$ cat src/rtl/buck_phase_pkg.sv
package buck_phase_pkg;
  typedef enum logic [2:0] {
    OVR_NONE,
    OVR_OVP,
    OVR_DEBUG,
    OVR_BRAKE,
    OVR_SRD
  } ovr_e;

  typedef struct packed {
    logic hs;
    logic ls;
  } gate_req_t;
endpackage

$ cat src/rtl/bps_duty_latch.sv
module bps_duty_latch (
  input  logic clk_i,
  input  logic rst_ni,
  input  logic phase_clk_i,
  input  logic ramp_trip_i,
  input  logic ramp_floor_i,
  output logic duty_o,
  output logic disch_o
);
  logic phase_q, duty_q, hold_q, disch_q;
  logic duty_d, hold_d, disch_d;
  logic fall, force_off, resume;

  assign fall      = phase_q & ~phase_clk_i;
  assign force_off = fall & duty_q;
  assign resume    = hold_q & ramp_floor_i;

  always_comb begin
    duty_d = duty_q;
    hold_d = hold_q;
    if (force_off) begin
      duty_d = 1'b0;
      hold_d = 1'b1;
    end else if (resume) begin
      duty_d = 1'b1;
      hold_d = 1'b0;
    end else if (fall && !hold_q) begin
      duty_d = 1'b1;
    end
    // reset dominant
    if (ramp_trip_i) duty_d = 1'b0;
  end

  always_comb begin
    disch_d = disch_q;
    if (duty_q && !duty_d) disch_d = 1'b1;
    else if (duty_d) disch_d = 1'b0;
  end

  always_ff @(posedge clk_i or negedge rst_ni) begin
    if (!rst_ni) begin
      phase_q <= 1'b0;
      duty_q  <= 1'b0;
      hold_q  <= 1'b0;
      disch_q <= 1'b0;
    end else begin
      phase_q <= phase_clk_i;
      duty_q  <= duty_d;
      hold_q  <= hold_d;
      disch_q <= disch_d;
    end
  end

  assign duty_o  = duty_q;
  assign disch_o = disch_q;


  trip_clears_chk: assert property (@(posedge clk_i) disable iff (!rst_ni)
    ramp_trip_i |=> !duty_q);


  hold_blocks_chk: assert property (@(posedge clk_i) disable iff (!rst_ni)
    (hold_q && !ramp_floor_i) |=> !duty_q);


  set_on_edge_chk: assert property (@(posedge clk_i) disable iff (!rst_ni)
    (!duty_q && !hold_q && !(phase_q && !phase_clk_i)) |=> !duty_q);
endmodule

$ cat src/rtl/bps_override.sv
module bps_override
  import buck_phase_pkg::*;
(
  input  logic      duty_i,
  input  logic      ovp_i,
  input  logic      debug_i,
  input  logic      brake_i,
  input  logic      low_vout_i,
  input  logic      neg_cur_i,
  output gate_req_t req_o
);
  ovr_e cause;

  always_comb begin
    if (ovp_i)                       cause = OVR_OVP;
    else if (debug_i)                cause = OVR_DEBUG;
    else if (brake_i)                cause = OVR_BRAKE;
    else if (low_vout_i && neg_cur_i) cause = OVR_SRD;
    else                             cause = OVR_NONE;
  end

  always_comb begin
    unique case (cause)
      OVR_OVP:   req_o = '{hs: 1'b0,   ls: 1'b1};
      OVR_DEBUG: req_o = '{hs: 1'b0,   ls: 1'b0};
      OVR_BRAKE,
      OVR_SRD:   req_o = '{hs: duty_i, ls: 1'b0};
      default:   req_o = '{hs: duty_i, ls: !duty_i};
    endcase
  end
endmodule

$ cat src/rtl/bps_novl_chan.sv
module bps_novl_chan #(
  parameter int NOVL_TMO = 64
) (
  input  logic clk_i,
  input  logic rst_ni,
  input  logic req_i,
  input  logic other_en_i,
  input  logic other_fb_i,
  output logic en_o
);
  localparam int CNT_W = $clog2(NOVL_TMO + 1);

  logic             en_q, ok_q;
  logic [CNT_W-1:0] cnt_q;
  logic             pending, tmo_hit;

  assign pending = req_i & ~en_q & ~other_en_i;
  assign tmo_hit = (cnt_q == CNT_W'(NOVL_TMO));

  always_ff @(posedge clk_i or negedge rst_ni) begin
    if (!rst_ni) begin
      en_q  <= 1'b0;
      ok_q  <= 1'b0;
      cnt_q <= '0;
    end else begin
      // off-confirmation is sticky while waiting
      ok_q  <= pending & (ok_q | ~other_fb_i);
      cnt_q <= !pending ? '0 : (tmo_hit ? cnt_q : cnt_q + 1'b1);
      if (!req_i) en_q <= 1'b0;
      else if (pending && (ok_q || tmo_hit)) en_q <= 1'b1;
    end
  end

  assign en_o = en_q;


  cnt_range_chk: assert property (@(posedge clk_i) disable iff (!rst_ni)
    cnt_q <= CNT_W'(NOVL_TMO));


  tmo_release_chk: assert property (@(posedge clk_i) disable iff (!rst_ni)
    (pending && tmo_hit) |=> en_q);


  ok_release_chk: assert property (@(posedge clk_i) disable iff (!rst_ni)
    (pending && ok_q) |=> en_q);
endmodule

$ cat src/rtl/buck_phase_seq.sv
module buck_phase_seq
  import buck_phase_pkg::*;
#(
  parameter int NOVL_TMO = 64
) (
  input  logic clk_i,
  input  logic rst_ni,
  input  logic phase_clk_i,
  input  logic ramp_trip_i,
  input  logic ramp_floor_i,
  input  logic brake_i,
  input  logic ovp_i,
  input  logic debug_i,
  input  logic low_vout_i,
  input  logic neg_cur_i,
  input  logic hs_fb_i,
  input  logic ls_fb_i,
  output logic hs_en_o,
  output logic ls_en_o,
  output logic disch_o
);
  localparam int NSIDE = 2;  // 0 = high side, 1 = low side

  logic      duty;
  gate_req_t req;
  logic [NSIDE-1:0] side_req, side_fb, side_en;

  bps_duty_latch u_duty (
    .clk_i       (clk_i),
    .rst_ni      (rst_ni),
    .phase_clk_i (phase_clk_i),
    .ramp_trip_i (ramp_trip_i),
    .ramp_floor_i(ramp_floor_i),
    .duty_o      (duty),
    .disch_o     (disch_o)
  );

  bps_override u_ovr (
    .duty_i    (duty),
    .ovp_i     (ovp_i),
    .debug_i   (debug_i),
    .brake_i   (brake_i),
    .low_vout_i(low_vout_i),
    .neg_cur_i (neg_cur_i),
    .req_o     (req)
  );

  assign side_req = {req.ls, req.hs};
  assign side_fb  = {ls_fb_i, hs_fb_i};

  for (genvar g = 0; g < NSIDE; g++) begin : g_side
    bps_novl_chan #(.NOVL_TMO(NOVL_TMO)) u_chan (
      .clk_i     (clk_i),
      .rst_ni    (rst_ni),
      .req_i     (side_req[g]),
      .other_en_i(side_en[NSIDE-1-g]),
      .other_fb_i(side_fb[NSIDE-1-g]),
      .en_o      (side_en[g])
    );
  end

  assign hs_en_o = side_en[0];
  assign ls_en_o = side_en[1];


  no_overlap_chk: assert property (@(posedge clk_i) disable iff (!rst_ni)
    !(hs_en_o && ls_en_o));


  ovp_hs_off_chk: assert property (@(posedge clk_i) disable iff (!rst_ni)
    ovp_i |=> !hs_en_o);


  debug_off_chk: assert property (@(posedge clk_i) disable iff (!rst_ni)
    (debug_i && !ovp_i) |=> (!hs_en_o && !ls_en_o));


  brake_ls_off_chk: assert property (@(posedge clk_i) disable iff (!rst_ni)
    (brake_i && !ovp_i) |=> !ls_en_o);


  srd_ls_off_chk: assert property (@(posedge clk_i) disable iff (!rst_ni)
    (low_vout_i && neg_cur_i && !ovp_i) |=> !ls_en_o);


  always_comb begin
    if (!rst_ni) reset_low_chk: assert (!hs_en_o && !ls_en_o && !disch_o);
  end
endmodule

$ cat config.mk
export PLATFORM = sky130hd
export DESIGN_NAME = buck_phase_seq
export DESIGN_NICKNAME = d
export VERILOG_FILES = /design/src/rtl/buck_phase_pkg.sv /design/src/rtl/bps_duty_latch.sv /design/src/rtl/bps_override.sv /design/src/rtl/bps_novl_chan.sv /design/src/rtl/buck_phase_seq.sv
export SDC_FILE = /design/constraint.sdc
export NUM_CORES = 1
export LEC_CHECK = 0
export ABC_AREA = 1
export BUFFER_PORTS_ARGS = -buffer_cell sky130_fd_sc_hd__buf_2
export CORE_UTILIZATION = 36
export CTS_CLUSTER_SIZE = 24
export DETAILED_ROUTE_END_ITERATION = 12
export PLACE_DENSITY = 0.58
export SLEW_MARGIN = 20
export SYNTH_ARGS = -nofsm -noshare
export SYNTH_HDL_FRONTEND = slang
export SYNTH_SLANG_ARGS = --single-unit
$ cat constraint.sdc
create_clock -name clk_i -period 3.05 [get_ports clk_i]
set_input_delay 0.305 -clock clk_i [delete_from_list [all_inputs] [get_ports clk_i]]
set_output_delay 0.305 -clock clk_i [all_outputs]
set_load 0.01 [all_outputs]
Yosys cells after proc, flatten, opt, wreduce, memory -nomap -nowiden

Index checks and enable logic that the tools add are counted.

Equal/unequal tests: 10
Bitwise operators: 16
Add/subtract/negate cells: 2
Multiplexer cells: 21
Reductions and logical operators: 13

Operators with widths:

| cell                                                   | number |
|---|---|
| 2-to-1 mux 7 bit                                       | 4 |
| adder 7 x 1 -> 7 bit (second input constant)           | 2 |
| equality test 7 bit (second input constant)            | 2 |
| 2-to-1 mux 1 bit                                       | 12 |
| 2-to-1 mux 3 bit                                       | 4 |
| bitwise AND 1 bit                                      | 9 |
| equality test 3 x 2 -> 1 bit (second input constant)   | 2 |
| one-hot mux 2 bit (3 select lines)                     | 1 |
| logical AND 1 bit                                      | 5 |
| inverter 1 bit                                         | 5 |
| inequality test 2 x 1 -> 1 bit (second input constant) | 2 |
| inequality test 2 bit (second input constant)          | 2 |
| nonzero test 2 bit                                     | 2 |
| equality test 3 x 1 -> 1 bit (second input constant)   | 1 |
| equality test 3 bit (second input constant)            | 1 |
| zero test 1 bit                                        | 3 |
| logical OR 1 bit                                       | 2 |
| bitwise OR 1 bit                                       | 2 |
| OR reduction 2 bit                                     | 1 |

Bits in registers: 22
Output and inout port bits: 3
Word-level logic and storage cells: 72
Input port bits: 12

Longest topological paths before layout

Gate-level depths: netlist (run 1).

Depth in word-level cells: 13
Gate-level depth with buffers: 8
Gate-level depth less buffers: 8

Cells and area by module

Synthesis (run 1) repeated with hierarchy kept, for this count alone.

Cells, all modules: 152
Area total of the unflattened synthesis: 1198.6 µm²

Modules (own cells, without submodules):

| module         | sequential area each (µm²) | cells an instance | times used | area each (µm²) |
|---|---|---|---|---|
| bps_novl_chan  | 225.2                      | 63                | 2          | 496.7 |
| bps_duty_latch | 100.1                      | 19                | 1          | 173.9 |
| bps_override   | 0.0                        | 7                 | 1          | 31.3 |

Worst setup path after synthesis (run 1)

Ideal clock, no wire load.

Kind: flip-flop to flip-flop
Start point: register g_side[0].u_chan.cnt_q[0]
End point: register g_side[0].u_chan.cnt_q[0]
Stages on the path, launching flop included: 9
Buffers on the path: 0
Arrival time: 1.057 ns
Period minus slack after synthesis: 1.131 ns
Setup slack: 1.919 ns
Library setup time: 0.074 ns
Cells stage by stage: dfrtp_1 > inv_1 > ha_1 > nand2_1 > inv_1 > nand3_1 > inv_1 > nand2_2 > o21ai_2

Cells in the longest elaborated chain, start to end: 3
Elaborated cells on any way between the ends: 5
Classes of those cells: add/sub (1); eq/ne (2); mux (2)

Ends and longest elaborated chain:

| element                        | line                | source |
|---|---|---|
| start, declared                | bps_novl_chan.sv:14 | `logic [CNT_W-1:0] cnt_q;` |
| start signal, assigned         | bps_novl_chan.sv:28 | `cnt_q <= !pending ? '0 : (tmo_hit ? cnt_q : cnt_q + 1'b1);` |
| adder 7 x 1 -> 7 bit           | bps_novl_chan.sv:28 |  |
| 2-to-1 mux 7 bit (2 in series) | bps_novl_chan.sv:28 |  |

Parallel ways exist; a longest one is shown, timed or not. The select of a mux whose other input is x is not followed.
A chain may end at the register's enable or synchronous reset.

Worst setup path after layout (run 1)

Same ends and word-level chain as after synthesis.

==> results.sh, run 1 <==
export IMPL_grt_max_degree=23
export IMPL_grt_overflow_total=0
export IMPL_syn_area_um2=1180
export IMPL_avgSynthCellArea_um2=8.40
export IMPL_layout_setup_ws_ns=1.76
export IMPL_setup_tns_final_ns=0
export IMPL_cts_made_buffers=3
export IMPL_power_density_nw_per_um2=443
export IMPL_worstSetupStartpointType="flip-flop"
export IMPL_detail_route_wirelength_um=2020
export IMPL_floorplan_die_area_um2=3520
export IMPL_core_region_area_um2=3080
export IMPL_clk_sinks=22
export IMPL_ys_top_cells_by_area="sky130_fd_sc_hd__dfrtp_1 (46%), sky130_fd_sc_hd__inv_1 (9.5%), sky130_fd_sc_hd__nand2_1 (7.3%)"
export IMPL_num_vias=899
export IMPL_ys_warn_count=0
export IMPL_synth_top_cell_area_share_pct=46.5
export IMPL_ctsLongestPathBuffers=2
export IMPL_area_growth_pct=14.5
export IMPL_chipWidth_um=59.4
export IMPL_p_sw_share_pct=28.4
export IMPL_fillCellCount=334
export IMPL_synth_cell_types=21
export IMPL_drtAntennaViolNets=0
export IMPL_final_hold_viol_count=0
export IMPL_synth_largest_area_cell="sky130_fd_sc_hd__dfrtp_1"
export IMPL_place_detailed_hpwl_um=1560
export IMPL_insertedDiodeCount=0
export IMPL_mostFrequentLayoutCell="sky130_fd_sc_hd__inv_1"
export IMPL_boundaryPins=15
export IMPL_clk_root_buf="sky130_fd_sc_hd__clkbuf_4"
export IMPL_grt_pass1_wl_um=3460
export IMPL_design_final_nets=177
export IMPL_clk_transition_reported_paths_ns=0.11
export IMPL_synth_seq_area_share_pct=46.5
export IMPL_cap_viol_max_count=0
export IMPL_cell_internal_pwr_w=0.000430
export IMPL_htree_num_levels=1
export IMPL_total_nets_after_synthesis=157
export IMPL_placement_setup_worst_slack_ns=1.77
export IMPL_upper_clock_frequency_limit_ghz=0.775
export IMPL_max_slew_margin_pct=66.5
export IMPL_row_count=20
export IMPL_final_setup_viol_count=0
export IMPL_pwr_share_comb_pct=17.7
export IMPL_seqPwrFrac_pct=55.7
export IMPL_gr_usage_all_layers_pct=13.4
export IMPL_synthesis_instances=141
export IMPL_critical_path_arrival_ns=1.53
export IMPL_shortest_clock_period_the_worst_path_allows_after_layout_ns=1.29
export IMPL_detail_route_wl_per_cell_um=9.90
export IMPL_post_drt_via_cell_ratio=4.41
export IMPL_detailedRoute_firstIterationViolations=28
export IMPL_gp_congestion=0.704
export IMPL_cts_tree="built"
export IMPL_grt_pass1_vias=840
export IMPL_initial_antenna_violation_count=0
export IMPL_reported_leakage_power_nw=0.660
export IMPL_setup_worst_path_class="reg -> reg"
export IMPL_post_route_cells_drive_above_1_share_pct=23.1
export IMPL_clock_latency_ns=0.31
export IMPL_unrepaired_setup_endpoints_after_global_routing="false"
export IMPL_period_share_pct=42.3
export IMPL_initial_core_util_pct=38.5
export IMPL_drt_drc_violations_left=0
export IMPL_tightest_slew_ns=0.503
export IMPL_dr_pass1_iters=3
export IMPL_pwr_share_clk_pct=26.6
export IMPL_cts_repair_resize_count=0
export IMPL_numPortBuffers=14
export IMPL_final_max_slew_viol_count=0
export IMPL_cts_setup_buffers=0
export IMPL_irDropWorstVdd_uv=293
export IMPL_netSwitchingPower_w=0.000170
export IMPL_status="complete, no violations"
export IMPL_crit_path_max_fanout=4
export IMPL_final_setup_skew_ns=0.0134
export IMPL_cp_data_required_time_ns=3.29
export IMPL_worst_hold_path_class="in -> reg"
export IMPL_mostFrequentLayoutCells="sky130_fd_sc_hd__inv_1 (30), sky130_fd_sc_hd__nand2_1 (23), sky130_fd_sc_hd__dfrtp_1 (22)"
export IMPL_timing_critical_path_to_type="flip-flop"
export IMPL_ys_ff_latch=22
export IMPL_post_cts_hold_buffer_count=1
export IMPL_die_h_um=59.4
==> sequential cells by signal, summed over array words and instances, names as in the netlist <==
register and cells:
g_side.u_chan.cnt_q 14, g_side.u_chan.en_o 2, g_side.u_chan.ok_q 2, u_duty.disch_o 1
u_duty.duty_o 1, u_duty.hold_q 1, u_duty.phase_q 1
==> through the flow <==
stage	util [%]	cells	power, W	area (um^2)	hold WS [ns]
6_report	44.1	204	0.000600	1360	0.128
3_3_place_gp	42.6	199	0.000444	1310	0.298
2_1_floorplan	-	141	0.000409	1180	0.00941
3_5_place_dp	42.6	199	0.000449	1310	0.306
4_1_cts	44.1	204	0.000615	1360	0.110
5_1_grt	44.1	204	0.000643	1360	0.100
==> power by group through the flow <==
stage	combinational (W)	clock, W	sequential, W
floorplan	0.0000686	0	0.000341
CTS	0.000110	0.000170	0.000335
global placement	0.000104	0	0.000340
detailed placement	0.000108	0	0.000341
global route	0.000125	0.000180	0.000338
finish	0.000106	0.000160	0.000334
==> routing by layer <==
layer  share of wire (%)  vias to the layer above  track usage [%]
met5                   0                        -                0
met4                0.50                        0             3.06
met3                 2.5                        2             4.59
met2                  49                        7             22.6
met1                  48                      410             16.5
li1                    -                      480                -
==> cell families (layout without fill, tap and decap cells) <==
| group | Yosys count | in the layout | synth area share, % |
|---|---|---|---|
| AND/OR/NAND/NOR | 67 | 67 | 30.0 |
| adder cells (fa/ha/maj) | 4 | 4 | 4.22 |
| XOR/XNOR | 2 | 2 | 1.48 |
| buffers and inverters | 31 | 50 | 10.2 |
| flip-flops | 22 | 22 | 46.5 |
| AO/OA/AOI/OAI | 15 | 15 | 7.60 |
==> synthesized netlist by cell type, drive strengths merged <==
master / count
nand4: 4
o21ai: 8
dfrtp: 22
nand2: 26
ha: 4
xor2: 1
nor3: 3
nand3: 18
nor2: 15
clkinv: 1
xnor2: 1
inv: 30
or2: 1
a21oi: 7
==> worst max-delay path: stages, from the launching register on <==
cell,delay (ns)
sky130_fd_sc_hd__dfrtp_1,0.42
sky130_fd_sc_hd__inv_1,0.12
sky130_fd_sc_hd__ha_1,0.16
sky130_fd_sc_hd__nand2_1,0.04
sky130_fd_sc_hd__inv_1,0.04
sky130_fd_sc_hd__nand3_1,0.13
sky130_fd_sc_hd__inv_1,0.13
sky130_fd_sc_hd__nand2_2,0.07
sky130_fd_sc_hd__o21ai_2,0.11
==> final timing paths <==
kind	start	end	slack (ns)	cells after the start
max	g_side[0].u_chan.cnt_q[0]	g_side[0].u_chan.cnt_q[0]	1.76	8
min	phase_clk_i	u_duty.phase_q	0.13	1
max reg2reg	g_side[0].u_chan.cnt_q[0]	g_side[0].u_chan.cnt_q[0]	1.76	8
min reg2reg	g_side[0].u_chan.ok_q	g_side[0].u_chan.ok_q	0.52	2
max in group asynchronous	rst_ni	u_duty.hold_q	2.21	2
min in group asynchronous	rst_ni	g_side[0].u_chan.cnt_q[2]	0.48	2
==> final cells by class <==
class                           instances  area [um^2]  share of cell area (%)
Clock buffer                            4         36.3                    2.68
Inverter                               31          121                    8.95
Multi-Input combinational cell         88          513                    37.8
Sequential cell                        22          551                    40.6
Tap cell                               44         55.1                    4.06
Timing Repair Buffer                   15         80.1                    5.90
Note: power is estimated with default switching activity, not from simulation.
==> run 2, diff against run 1 <==
--- a/config.mk
+++ b/config.mk
@@ -5,12 +5,12 @@
 export SDC_FILE = /design/constraint.sdc
 export NUM_CORES = 1
 export LEC_CHECK = 0
-export ABC_AREA = 1
+export ABC_AREA = 0
 export BUFFER_PORTS_ARGS = -buffer_cell sky130_fd_sc_hd__buf_2
 export CORE_UTILIZATION = 36
 export CTS_CLUSTER_SIZE = 24
 export DETAILED_ROUTE_END_ITERATION = 12
-export PLACE_DENSITY = 0.58
+export PLACE_DENSITY = 0.6
 export SLEW_MARGIN = 20
 export SYNTH_ARGS = -nofsm -noshare
 export SYNTH_HDL_FRONTEND = slang
==> constraint.sdc (replaced) <==
create_clock -name clk_i -period 1.18 [get_ports clk_i]
set_input_delay 0.118 -clock clk_i [delete_from_list [all_inputs] [get_ports clk_i]]
set_output_delay 0.118 -clock clk_i [all_outputs]
set_load 0.01 [all_outputs]
==> run 2 against run 1 <==
  * The flow now finishes with violations (DRC, setup timing)
  * Clock skew fell by 0.0074 ns
  * Register-to-register slack got worse by 2.0 ns
  * Sequential power rose by 150%
  * Utilization rose by 20 points
  * Setup slack got worse by 2.0 ns
  * Sequential share of layout area fell by 10 points
  * Critical endpoint is now g_side[1].u_chan.cnt_q[0]
  * Synthesized area fell by 9.2%
  * Critical path type unchanged
  * Routed wire length rose by 40%
  * Cell area rose by 33%
  * Worst hold slack got worse by 0.047 ns
  * Die area fell by 8.9%
==> results.sh, run 2 <==
export IMPL_worst_path_stages=5
export IMPL_initial_antenna_violation_count=0
export IMPL_clk_root_buf="sky130_fd_sc_hd__clkbuf_4"
export IMPL_grt_max_degree=23
export IMPL_cts_tree="built"
export IMPL_avgSynthCellArea_um2=9.69
export IMPL_boundaryPins=15
export IMPL_clk_sinks=22
export IMPL_final_setup_skew_ns=0.00600
export IMPL_area_growth_pct=67.2
export IMPL_insertedDiodeCount=0
export IMPL_mostFrequentLayoutCell="sky130_fd_sc_hd__dfrtp_1"
export IMPL_place_detailed_hpwl_um=1810
export IMPL_chipWidth_um=56.7
export IMPL_ys_top_cells_by_area="sky130_fd_sc_hd__dfrtp_1 (51%), sky130_fd_sc_hd__a21oi_1 (4.7%), sky130_fd_sc_hd__ha_1 (4.7%)"
export IMPL_critical_path_max_stage_delay_ns=0.49
export IMPL_irDropWorstVdd_uv=840
export IMPL_overall_power_consumption_w=0.00183
export IMPL_floorplan_die_area_um2=3210
export IMPL_final_hold_viol_count=0
export IMPL_row_count=19
export IMPL_synth_top_cell_area_share_pct=51.2
export IMPL_async_reset_ff_share_pct=100
export IMPL_path_cells="inv_2, ha_4, or4b_4, nor3_2, nor3_1"
export IMPL_top_reg_by_flops="g_side.u_chan.cnt_q"
export IMPL_worstSetupStartpointType="flip-flop"
export IMPL_fillCellCount=222
export IMPL_htree_num_levels=1
export IMPL_grt_pass1_vias=1037
export IMPL_reg2reg_slack_ns=-0.26
export IMPL_power_density_nw_per_um2=1020
export IMPL_shortest_clock_period_the_worst_path_allows_after_layout_ns=1.44
export IMPL_violations="DRC, setup timing"
export IMPL_crit_path_max_fanout=2
export IMPL_finalHoldWorstSlack_ns=0.0811
export IMPL_whs_path_depth=3
export IMPL_drt_drc_violations_left=2
export IMPL_unrepaired_setup_endpoints_after_global_routing="true"
export IMPL_cts_made_buffers=3
export IMPL_clk_transition_reported_paths_ns=0.12
export IMPL_ctsLongestPathBuffers=2
export IMPL_period_share_pct=122
export IMPL_max_slew_margin_pct=66.5
export IMPL_total_nets_after_synthesis=127
export IMPL_gp_congestion=0.751
export IMPL_design_final_nets=183
export IMPL_design_area_um2=1800
export IMPL_core_region_area_um2=2810
export IMPL_num_vias=1034
export IMPL_cap_viol_max_count=0
export IMPL_ys_warn_count=0
export IMPL_synth_seq_area_share_pct=51.2
export IMPL_timing_critical_path_to_type="flip-flop"
export IMPL_top_cell_types_by_occurrence_after_synthesis="sky130_fd_sc_hd__dfrtp_1 (22), sky130_fd_sc_hd__a21oi_1 (10), sky130_fd_sc_hd__inv_1 (10), sky130_fd_sc_hd__nor2_1 (10)"
export IMPL_post_route_cells_drive_above_1_share_pct=50.6
export IMPL_status="finished with violations"
export IMPL_largest_register_ff_count=14
export IMPL_upper_clock_frequency_limit_ghz=0.694
export IMPL_tightest_slew_ns=0.502
export IMPL_drtAntennaViolNets=0
export IMPL_clock_latency_ns=0.31
export IMPL_detail_route_wirelength_um=2830
export IMPL_synthesis_instances=111
export IMPL_mostFrequentLayoutCells="sky130_fd_sc_hd__dfrtp_1 (22), sky130_fd_sc_hd__buf_4 (19), sky130_fd_sc_hd__buf_2 (14)"
export IMPL_worst_hold_path_class="in -> reg"
export IMPL_dpl_instance_area_um2=1400
export IMPL_post_drt_via_cell_ratio=5.25
export IMPL_ff2ff_path_depth=5
export IMPL_cp_data_required_time_ns=1.37
export IMPL_final_max_slew_viol_count=0
export IMPL_ys_ff_latch=22
export IMPL_critical_path_arrival_ns=1.63
export IMPL_worst_path_cell_with_the_longest_stage_delay="sky130_fd_sc_hd__or4b_4"
export IMPL_detail_route_wl_per_cell_um=14.4
export IMPL_grt_overflow_total=0
export IMPL_layout_setup_ws_ns=-0.261
export IMPL_dr_pass1_iters=8
export IMPL_grt_pass1_wl_um=4380
export IMPL_syn_area_um2=1080
export IMPL_synth_top_flop_cell="sky130_fd_sc_hd__dfrtp_1"
export IMPL_reported_leakage_power_nw=0.801
export IMPL_critical_path_top_delay_family="simple AND/OR/NAND/NOR gates"
export IMPL_critical_path_n_buffers_inverters=1
export IMPL_synth_edff_count=0
export IMPL_synth_cell_types=27
export IMPL_setup_worst_path_class="reg -> reg"
export IMPL_detailedRoute_firstIterationViolations=32
export IMPL_gr_usage_all_layers_pct=17.6
export IMPL_initial_core_util_pct=38.4
export IMPL_post_synth_top_count_cell="sky130_fd_sc_hd__dfrtp_1"
export IMPL_numPortBuffers=14
export IMPL_synth_largest_area_cell="sky130_fd_sc_hd__dfrtp_1"
export IMPL_final_setup_viol_count=10
export IMPL_die_h_um=56.7
run 2: cell count changes in the layout (fill, tap and decap cells not counted), moves of 3 or more:
cell,change
sky130_fd_sc_hd__inv_1,-22
sky130_fd_sc_hd__buf_4,+19
sky130_fd_sc_hd__nand2_1,-19
sky130_fd_sc_hd__buf_6,+13
sky130_fd_sc_hd__nand3_1,-11
sky130_fd_sc_hd__dlygate4sd3_1,+4
sky130_fd_sc_hd__nand4_1,-4
sky130_fd_sc_hd__xor2_1,+4
sky130_fd_sc_hd__a21oi_2,+3
sky130_fd_sc_hd__ha_1,-3
sky130_fd_sc_hd__ha_4,+3
sky130_fd_sc_hd__o21ai_2,-3
sky130_fd_sc_hd__or3_4,+3
run 2: routing by layer:
| layer | vias up | global-route usage [%] | share of wire, % |
|---|---|---|---|
| li1 | 506 | - | - |
| met1 | 506 | 20.7 | 40 |
| met2 | 14 | 31.6 | 55 |
| met3 | 8 | 4.15 | 2.3 |
| met4 | 0 | 5.00 | 1.9 |
| met5 | - | 0 | 0 |
run 2: where the power goes:
part	total, W	leakage [nW]	switching (W)	internal (W)
Sequential	0.000830	0.297	0.0000334	0.000796
Clock	0.000571	0.0279	0.000228	0.000343
Combinational	0.000425	0.476	0.000204	0.000221
run 2: area by class of cell:
cell class | instances | area (um^2) | area share (%)
multi-input combinational | 79 | 711 | 39.5
sequential | 22 | 551 | 30.6
timing repair buffer | 51 | 409 | 22.7
tap | 31 | 38.8 | 2.16
inverter | 10 | 37.5 | 2.09
clock inverter | 1 | 30.0 | 1.67
clock buffer | 3 | 22.5 | 1.25
run 2: timing repair:
item / in CTS / in global routing
hold buffers: 5 / 0
setup endpoints to repair: 16 / 17
pin swaps: 18 / 13
endpoints found under the hold margin: 26 / 0
buffers inserted: 3 / 7
resized for setup: 25 / 28
gates cloned: 0 / 0
run 2: worst min-delay path, cell delays in order:
cell and delay [ns]:
sky130_fd_sc_hd__buf_2 0.10, sky130_fd_sc_hd__inv_1 0.04, sky130_fd_sc_hd__a21o_1 0.10
run 2: cells by family (layout without fill, tap and decap cells):
kind of cell,count (synthesis),count (layout),synth area share (%)
simple gates,43,43,21.7
compound gates,27,27,14.9
flops,22,22,51.2
buf+inv,10,65,3.49
xor+xnor,5,5,4.07
fa+ha+maj,4,4,4.65
run 2: stage by stage:
step                utilization, %  worst slack (ns)  setup TNS, ns  instances
floorplan                        -            -0.238         -0.883        111
detailed placement            49.9            -0.304          -1.73        181
finish                        64.1            -0.261          -1.46        197
CTS                           58.4            -0.257          -1.35        192
global route                  64.1            -0.308          -2.23        197
global placement              49.9            -0.212          -1.31        181
run 2: path summary, 6_finish.rpt:
path,start,end
max,g_side[1].u_chan.cnt_q[0],g_side[1].u_chan.cnt_q[0]
min,ramp_floor_i,u_duty.hold_q
max reg2reg,g_side[1].u_chan.cnt_q[0],g_side[1].u_chan.cnt_q[0]
min reg2reg,u_duty.disch_o,u_duty.disch_o
max in group asynchronous,rst_ni,g_side[1].u_chan.cnt_q[4]
min in group asynchronous,rst_ni,g_side[0].u_chan.cnt_q[1]
==> run 3, diff against run 2 <==
--- a/config.mk
+++ b/config.mk
@@ -11,6 +11,7 @@
 export CTS_CLUSTER_SIZE = 24
 export DETAILED_ROUTE_END_ITERATION = 12
 export PLACE_DENSITY = 0.6
+export SKIP_CTS_REPAIR_TIMING = 1
 export SLEW_MARGIN = 20
 export SYNTH_ARGS = -nofsm -noshare
 export SYNTH_HDL_FRONTEND = slang
==> run 3 against run 2 <==
  * The run still ends with DRC, setup timing left
  * Count of clock-buffer cells in the layout unchanged
  * Sequential share of layout area up 0.83 points
  * Routed wire length grew 0.28%
  * Total power up 1.7%
  * Fmax decreased by 0.87%
  * Cell count is 1.0% lower
  * Combinational power is 4% higher
  * Die area unchanged
  * Setup slack got worse by 0.013 ns
  * Global-route usage down 2.0 points
  * Utilization decreased by 1.7 points
  * Critical endpoint is now g_side[0].u_chan.cnt_q[1]
==> results.sh, run 3 (same netlist as run 2, synthesis figures left out) <==
export IMPL_fillCellCount=232
export IMPL_clock_latency_ns=0.31
export IMPL_clk_root_buf="sky130_fd_sc_hd__clkbuf_4"
export IMPL_path_cells="or4_4, or3_1, a21oi_1"
export IMPL_area_growth_pct=62.8
export IMPL_violations="DRC, setup timing"
export IMPL_worst_path_cell_with_the_longest_stage_delay="sky130_fd_sc_hd__or4_4"
export IMPL_drt_drc_violations_left=2
export IMPL_initial_core_util_pct=38.4
export IMPL_drtAntennaViolNets=0
export IMPL_seqPwrFrac_pct=44.7
export IMPL_status="finished with violations"
export IMPL_period_share_pct=123
export IMPL_dr_pass1_iters=8
export IMPL_clk_sinks=22
export IMPL_grt_pass1_vias=966
export IMPL_unrepaired_setup_endpoints_after_global_routing="true"
export IMPL_chipWidth_um=56.7
export IMPL_core_region_area_um2=2810
export IMPL_netSwitchingPower_w=0.000486
export IMPL_worst_hold_startpoint="ramp_floor_i"
export IMPL_final_setup_skew_ns=0.000846
export IMPL_detail_route_wl_per_cell_um=14.5
export IMPL_mostFrequentLayoutCell="sky130_fd_sc_hd__buf_4"
export IMPL_cts_tree="built"
export IMPL_insertedDiodeCount=0
export IMPL_cts_made_buffers=3
export IMPL_layout_setup_ws_ns=-0.274
export IMPL_detail_route_wirelength_um=2840
export IMPL_tightest_slew_ns=0.505
export IMPL_crit_path_max_fanout=4
export IMPL_floorplan_die_area_um2=3210
export IMPL_pwr_share_clk_pct=31.5
export IMPL_detailedRoute_firstIterationViolations=36
export IMPL_grt_max_degree=23
export IMPL_critical_path_n_buffers_inverters=0
export IMPL_irDropWorstVdd_uv=769
export IMPL_upper_clock_frequency_limit_ghz=0.688
export IMPL_cp_data_required_time_ns=1.43
export IMPL_ctsLongestPathBuffers=2
export IMPL_gp_congestion=0.751
export IMPL_shortest_clock_period_the_worst_path_allows_after_layout_ns=1.45
export IMPL_utilization_pct=62.4
export IMPL_final_max_slew_viol_count=0
export IMPL_row_count=19
export IMPL_critical_path_max_stage_delay_ns=0.53
export IMPL_cell_internal_pwr_w=0.00137
export IMPL_post_drt_via_cell_ratio=5.20
export IMPL_clk_transition_reported_paths_ns=0.13
export IMPL_place_detailed_hpwl_um=1810
export IMPL_power_density_nw_per_um2=1060
export IMPL_critical_path_top_delay_family="simple AND/OR/NAND/NOR gates"
export IMPL_final_setup_viol_count=14
export IMPL_setup_worst_path_class="reg -> reg"
export IMPL_gr_usage_all_layers_pct=15.6
export IMPL_top_reg_by_flops="g_side.u_chan.cnt_q"
export IMPL_reported_leakage_power_nw=0.768
export IMPL_initial_antenna_violation_count=0
export IMPL_design_final_nets=181
export IMPL_numPortBuffers=14
export IMPL_grt_pass1_wl_um=3950
export IMPL_post_route_cells_drive_above_1_share_pct=51.8
export IMPL_finalHoldWorstSlack_ns=0.0773
export IMPL_max_slew_margin_pct=66.3
export IMPL_boundaryPins=15
export IMPL_worstSetupStartpointType="flip-flop"
export IMPL_htree_num_levels=1
export IMPL_die_h_um=56.7
export IMPL_cap_viol_max_count=0
export IMPL_pwr_share_comb_pct=23.8
export IMPL_final_hold_viol_count=0
export IMPL_num_vias=1014
export IMPL_largest_register_ff_count=14
export IMPL_setup_tns_final_ns=-1.64
export IMPL_worst_hold_path_class="in -> reg"
export IMPL_critical_path_arrival_ns=1.70
export IMPL_timing_critical_path_to_type="flip-flop"
export IMPL_timing_rr_start="g_side[0].u_chan.cnt_q[4]"
export IMPL_grt_overflow_total=0
export IMPL_p_sw_share_pct=26.1
export IMPL_crit_path_start="g_side[0].u_chan.cnt_q[4]"
export IMPL_mostFrequentLayoutCells="sky130_fd_sc_hd__buf_4 (23), sky130_fd_sc_hd__dfrtp_1 (22), sky130_fd_sc_hd__buf_2 (14)"
run 3: final cells by class:
class                           instances  area (um^2)  area share, %
Sequential cell                        22          551           31.4
Timing Repair Buffer                   49          372           21.2
Clock inverter                          1         30.0           1.71
Tap cell                               31         38.8           2.21
Clock buffer                            3         22.5           1.29
Multi-Input combinational cell         79          701           40.0
Inverter                               10         37.5           2.14
run 3: worst paths after layout:
kind                                             end  slack, ns  cells past startpoint
min                                    u_duty.hold_q       0.08                      3
min reg2reg                           u_duty.disch_o       0.53                      2
min in group asynchronous  g_side[1].u_chan.cnt_q[5]       0.29                      2
max reg2reg                g_side[0].u_chan.cnt_q[1]      -0.27                      3
max                        g_side[0].u_chan.cnt_q[1]      -0.27                      3
max in group asynchronous      g_side[0].u_chan.ok_q       0.56                      2
run 3: per-layer routing:
layer,vias up,share of wire [%],GRT usage (%)
met5,-,0,0
met4,0,2.1,2.86
met3,6,2.4,4.15
met2,15,55,27.9
met1,491,41,18.9
li1,502,-,-
run 3: power groups by stage:
stage / Combinational (W) / Clock (W) / Sequential, W
finish: 0.000443 / 0.000585 / 0.000829
global route: 0.000476 / 0.000618 / 0.000834
CTS: 0.000315 / 0.000588 / 0.000821
detailed placement: 0.000314 / 0 / 0.000835
global placement: 0.000301 / 0 / 0.000834
floorplan: 0.000142 / 0 / 0.000853
run 3: metrics by stage:
stage          setup slack, ns  total power [W]  instances  cell area (um^2)
3_3_place_gp            -0.212          0.00114        181              1400
2_1_floorplan           -0.238         0.000995        111              1100
4_1_cts                 -0.326          0.00172        185              1450
5_1_grt                 -0.320          0.00193        195              1750
6_report                -0.274          0.00186        195              1750
3_5_place_dp            -0.304          0.00115        181              1400
run 3: worst register-to-register path: cells and delay by family (launching register included):
family / cells / cell delay, ns
DFF: 1 / 0.42
AOI/OAI and AO/OA: 1 / 0.12
and+or+nand+nor: 2 / 0.85
